File: src/rtl/nirq_pkg.sv
package nirq_pkg;

  typedef enum logic [1:0] {
    SEL_MASK = 2'd0,
    SEL_BASE = 2'd1,
    SEL_EOI  = 2'd2,
    SEL_NONE = 2'd3
  } wr_target_e;

endpackage

File: src/rtl/nirq_edge_det.sv
module nirq_edge_det #(
  parameter int N      = 8,
  parameter int STAGES = 2
) (
  input  logic         clk,
  input  logic         rst,
  input  logic [N-1:0] raw,
  output logic [N-1:0] rise
);

  logic [N-1:0] chain [STAGES];
  logic [N-1:0] prev_q;

  // Synchronizer chain, one stage per generate iteration
  for (genvar s = 0; s < STAGES; s++) begin : g_stage
    if (s == 0) begin : g_first
      always_ff @(posedge clk) begin
        if (rst) chain[0] <= '0;
        else     chain[0] <= raw;
      end
    end else begin : g_next
      always_ff @(posedge clk) begin
        if (rst) chain[s] <= '0;
        else     chain[s] <= chain[s-1];
      end
    end
  end

  always_ff @(posedge clk) begin
    if (rst) prev_q <= '0;
    else     prev_q <= chain[STAGES-1];
  end

  assign rise = chain[STAGES-1] & ~prev_q;

endmodule

File: src/rtl/nirq_prio_pick.sv
module nirq_prio_pick #(
  parameter int N     = 8,
  parameter int IDX_W = 3
) (
  input  logic [N-1:0]     bits,
  output logic             hit,
  output logic [IDX_W-1:0] idx
);

  // Lowest set index wins
  always_comb begin
    hit = 1'b0;
    idx = '0;
    for (int i = N - 1; i >= 0; i--) begin
      if (bits[i]) begin
        hit = 1'b1;
        idx = IDX_W'(i);
      end
    end
  end

endmodule

File: src/rtl/nest_irq_ctrl.sv
module nest_irq_ctrl #(
  parameter int NUM_LINES   = 8,
  parameter int VEC_W       = 8,
  parameter int SYNC_STAGES = 2
) (
  input  logic                 clk,
  input  logic                 rst,
  input  logic [NUM_LINES-1:0] irq_in,
  input  logic                 wr_en,
  input  logic [1:0]           wr_sel,
  input  logic [VEC_W-1:0]     wr_data,
  input  logic                 ack,
  output logic                 int_out,
  output logic [VEC_W-1:0]     vec_out
);
  import nirq_pkg::*;

  localparam int IDX_W  = $clog2(NUM_LINES);
  localparam int BASE_W = VEC_W - IDX_W;

  logic [NUM_LINES-1:0] irr_q, isr_q, mask_q;
  logic [BASE_W-1:0]    base_q;
  logic [NUM_LINES-1:0] rise;

  logic [NUM_LINES-1:0] irr_d, isr_d, mask_d, ack_clr, eoi_clr;
  logic                 req_hit, svc_hit, nreq_hit, nsvc_hit;
  logic [IDX_W-1:0]     req_idx, svc_idx, nreq_idx, nsvc_idx;
  logic                 grant, int_d;
  logic                 do_mask, do_base, do_eoi;

  nirq_edge_det #(.N(NUM_LINES), .STAGES(SYNC_STAGES)) u_edge (
    .clk (clk),
    .rst (rst),
    .raw (irq_in),
    .rise(rise)
  );

  // Present-state arbitration
  nirq_prio_pick #(.N(NUM_LINES), .IDX_W(IDX_W)) u_req_now (
    .bits(irr_q & ~mask_q), .hit(req_hit), .idx(req_idx)
  );
  nirq_prio_pick #(.N(NUM_LINES), .IDX_W(IDX_W)) u_svc_now (
    .bits(isr_q), .hit(svc_hit), .idx(svc_idx)
  );

  assign grant   = req_hit && (!svc_hit || (req_idx < svc_idx));
  assign do_mask = wr_en && (wr_target_e'(wr_sel) == SEL_MASK);
  assign do_base = wr_en && (wr_target_e'(wr_sel) == SEL_BASE);
  assign do_eoi  = wr_en && (wr_target_e'(wr_sel) == SEL_EOI);

  always_comb begin
    ack_clr = '0;
    eoi_clr = '0;
    if (ack && grant)    ack_clr[req_idx] = 1'b1;
    if (do_eoi && svc_hit) eoi_clr[svc_idx] = 1'b1;
  end

  assign mask_d = do_mask ? wr_data[NUM_LINES-1:0] : mask_q;
  assign irr_d  = (irr_q & ~ack_clr) | rise;
  assign isr_d  = (isr_q & ~eoi_clr) | ack_clr;

  // Next-state arbitration drives the registered interrupt output
  nirq_prio_pick #(.N(NUM_LINES), .IDX_W(IDX_W)) u_req_nxt (
    .bits(irr_d & ~mask_d), .hit(nreq_hit), .idx(nreq_idx)
  );
  nirq_prio_pick #(.N(NUM_LINES), .IDX_W(IDX_W)) u_svc_nxt (
    .bits(isr_d), .hit(nsvc_hit), .idx(nsvc_idx)
  );

  assign int_d = nreq_hit && (!nsvc_hit || (nreq_idx < nsvc_idx));

  always_ff @(posedge clk) begin
    if (rst) begin
      irr_q   <= '0;
      isr_q   <= '0;
      mask_q  <= '0;
      base_q  <= '0;
      int_out <= 1'b0;
      vec_out <= '0;
    end else begin
      irr_q   <= irr_d;
      isr_q   <= isr_d;
      mask_q  <= mask_d;
      int_out <= int_d;
      if (do_base) base_q <= wr_data[VEC_W-1:IDX_W];
      if (ack)     vec_out <= {base_q, (grant ? req_idx : {IDX_W{1'b1}})};
    end
  end

endmodule

File: config.mk
export PLATFORM = sky130hd
export DESIGN_NAME = nest_irq_ctrl
export DESIGN_NICKNAME = d
export VERILOG_FILES = /design/src/rtl/nirq_pkg.sv /design/src/rtl/nirq_edge_det.sv /design/src/rtl/nirq_prio_pick.sv /design/src/rtl/nest_irq_ctrl.sv
export SDC_FILE = /design/constraint.sdc
export NUM_CORES = 1
export LEC_CHECK = 0
export ABC_AREA = 1
export ABC_CLOCK_PERIOD_IN_PS = 2900
export BUFFER_PORTS_ARGS = -buffer_cell sky130_fd_sc_hd__buf_4
export CORE_MARGIN = 4
export CORE_UTILIZATION = 53
export CTS_BUF_LIST = sky130_fd_sc_hd__clkbuf_4 sky130_fd_sc_hd__clkbuf_8
export DETAILED_ROUTE_END_ITERATION = 10
export PLACE_DENSITY = 0.77
export REMOVE_ABC_BUFFERS = 1
export SLEW_MARGIN = 10
export SYNTH_ARGS = -nofsm -noshare
export SYNTH_HDL_FRONTEND = slang
export SYNTH_SLANG_ARGS = --single-unit
File: constraint.sdc
create_clock -name clk -period 2.9 [get_ports clk]
set_input_delay 0.145 -clock clk [delete_from_list [all_inputs] [get_ports clk]]
set_output_delay 0.145 -clock clk [all_outputs]
set_load 0.02 [all_outputs]
==> summary.txt <==
Critical path
  – Crit path buf inv count: 3
  – CP max-delay cell: dfxtp_1
  – Slowest stage delay, CP: 0.35 ns
  – CP dominant cell by count: nand2_2
  – CP top delay family: simple AND/OR/NAND/NOR gates
  – Critical Path RT: 3.18 ns
  – Startpoint Class: flip-flop
  – CP max FO: 4
  – WS Path Type: flip-flop to flip-flop
  – CP arrival: 3.11 ns
  – Worst setup EP type: flip-flop
  – Worst-path cell chain: o21ai_4, nor2_4, nor3_4, ha_4, nand2_1, inv_1, nand2_2, nand2_4, a21boi_4, inv_2, nor2_4, nand2_2, nand2_2, o21ai_2, nand2_2, nand2_2, nor3_2, ha_1, nand2_1, inv_1, nand2_1, nand2_1, a21oi_2

Global routing
  – Initial antenna violation count: 0
  – First-pass GRT wire length: 9710 um
  – Total global routing overflow: 0
  – Vias in the first global route: 2,340
  – GRT Total Usage: 0.195
  – Pin count of the biggest net entering global routing: 50

Clock network
  – TritonCTS clock tree: yes
  – Clock sink total: 62
  – Htree depth: 3
  – Root Driver: clkbuf_8
  – CTS Buf Count: 9
  – Max Root-Sink Buffers: 2
  – Worst-skew pair later-pin latency: 0.34 ns
  – Clk slew on worst S/H paths: 0.07 ns

Power and ir drop
  – Switching share of power: 0.296
  – Maximum vdd drop: approximately 0.42 mV
  – Comb pwr share: 0.237
  – P_int: ~1.6 mW
  – Psw: 0.679 mW
  – P_leak: roughly 1.7 nW
  – Final Power: 2.29 mW
  – Power Density: 657 nW/um2
  – Clock power share: 0.361
  – Seq pwr share: 0.403

STA
  – Post-route minimum period: around 2.8 ns
  – Setup Skew: 0.00938 ns
  – Hold Vio Cnt, Final: 0
  – Fin crit share: 0.979
  – Final setup viols: 0
  – Setup TNS: 0 ns
  – Least-Margin Pin Slew: ~0.50 ns
  – Final worst slack: 0.0618 ns
  – Hold WS: slightly below 0.005 ns
  – RSZ-0062 raised after global routing: true
  – Max-slew headroom: 0.663
  – FMAX: 0.352 GHz
  – Pins Over Slew Limit: 0

Synthesis
  – Synth cell count leaders: nand2_1, inv_1, dfxtp_1
  – Syn Inst Count: 379
  – Most area-consuming cells after synthesis: dfxtp_1, nand2_1, inv_1
  – Post-synth top flop: dfxtp_1
  – Post-synth top area share: 0.444
  – Sequential area share after synthesis: 0.444
  – Most common cell in the netlist: nand2_1
  – Netlist cell types: 34
  – #FFs+latches synth: 62
  – Post-synth EDFFs: 0
  – Post-Synthesis Cell Area: 2800 um2
  – Synth area leader: dfxtp_1
  – Post-Syn Area per Cell: around 7.4 um2
  – Ys Warns: 0
  – Async set or reset register ratio after synthesis: 0

Floorplan
  – Row cnt: 26
  – Die H: 80.6 um
  – Die area: around 6500 um2
  – Starting density of the core: 0.547
  – Die W: 80.6 um
  – Core ar.: between 5000 and 6000 um2
  – Ports: 31

Final layout
  – Synth-to-Final Area Change: 25.0%
  – Number of diodes: 0
  – Share of cells above drive strength 1: 0.294
  – Fill count: 433
  – Final Cell Area: 3490 um2
  – Area of the multi-input gates: 1350 um2
  – Seq. cell area: 1240 um2
  – Nets: 453
  – Final cell count without fillers: about 500
  – Final core utilization: 0.684

Flow run
  – Total of max-cap violations: 0

Drt
  – Drt pass-1 iters: 4
  – Antenna Nets Post-Route: 0
  – 1st-iter DRT viols: 132
  – Number of remaining DRC errors: 0
  – Number of vias per cell: roughly 4.8
  – Vias after detailed routing: ~2,400
  – Routed WL: 5770 um
  – WL/cell: 11.5 um

Hold path
  – Hold WC Path Type: input port to flip-flop

Place
  – Routability cong.: 0.916
  – Placed cells: 484
  – Placed cell areas: 3160 um2
  – Place WS: -0.0975 ns
  – Port bufs: 30
  – HPWL after DPL: around 4200 um

Outcome
  – Status: completed
==> path summary, 6_finish.rpt <==
check                           startpoint                            end  slack, ns  cells past startpoint
max reg2reg           mask_q[7]$_SDFF_PP0_             int_out$_SDFF_PP0_       0.06                     23
min                              irq_in[6]  u_edge.chain[0][6]$_SDFF_PP0_      0.005                      3
max                   mask_q[7]$_SDFF_PP0_             int_out$_SDFF_PP0_       0.06                     23
min reg2reg  u_edge.chain[0][6]$_SDFF_PP0_  u_edge.chain[1][6]$_SDFF_PP0_       0.40                      2
==> cells in the final DEF (no fill, tap or decap), drive strengths merged <==
master,Yosys,final
nor4,2,2
nor3,3,3
a21oi,21,21
bufinv,0,2
o21bai,1,1
nand3,10,10
a31oi,1,1
or2,3,3
a21boi,2,2
clkinv,0,3
o21ai,32,32
nor3b,1,1
nand4,3,3
o311ai,1,1
nand2,91,91
o221ai,3,3
nor2,61,61
ha,4,4
inv,70,70
dfxtp,62,62
clkinvlp,0,1
buf,2,45
clkbuf,6,10
==> kinds of logic (layout without fill, tap and decap cells) <==
| family | after synthesis | after routing | share of synthesized area |
|---|---|---|---|
| adders and majority gates | 4 | 4 | 0.0179 |
| DFF | 62 | 62 | 0.444 |
| and+or+nand+nor | 174 | 174 | 0.288 |
| AOI/OAI and AO/OA | 61 | 61 | 0.140 |
| buffers and inverters | 78 | 131 | 0.110 |
==> registers in the layout (all words and copies together), names as in the netlist <==
register,flops
int_out,1
u_edge.chain,16
isr_q,8
vec_out,8
base_q,5
irr_q,8
mask_q,8
u_edge.prev_q,8
==> repair_timing <==
item                       in CTS  in global routing
setup endpoints to repair       1                  1
pin swaps                       9                  8
hold buffers                    0                  0
resized for setup              14                 12
setup buffers                   0                  2
==> power groups by stage <==
stage / Clock (mW) / Combinational [mW] / Sequential [mW]
2_1_floorplan: 0 / 0.320 / 0.958
3_3_place_gp: 0 / 0.482 / 0.940
3_5_place_dp: 0 / 0.496 / 0.941
4_1_cts: 0.839 / 0.512 / 0.923
5_1_grt: 0.876 / 0.607 / 0.928
6_report: 0.827 / 0.543 / 0.924
==> per-layer routing <==
metal | part of all wire | wire [um] | global-route usage
met1 | 0.45 | 2600 | 0.231
met4 | 0.030 | 173 | 0.110
met5 | 0 | 0 | 0
met3 | 0.048 | 276 | 0.0482
met2 | 0.47 | 2720 | 0.319
==> worst min-delay path, cell delays in order <==
cell,delay [ns]
buf_4,0.08
inv_1,0.03
nor2_1,0.06
==> layout make-up <==
| class | instances | share of cell area |
|---|---|---|
| clock buffer | 10 | 0.0376 |
| clock inverter | 6 | 0.0247 |
| inverter | 70 | 0.0752 |
| multi-input combinational | 239 | 0.385 |
| sequential | 62 | 0.356 |
| tap | 70 | 0.0251 |
| timing repair buffer | 45 | 0.0967 |
No activity file was read; power rests on OpenSTA's default activity.
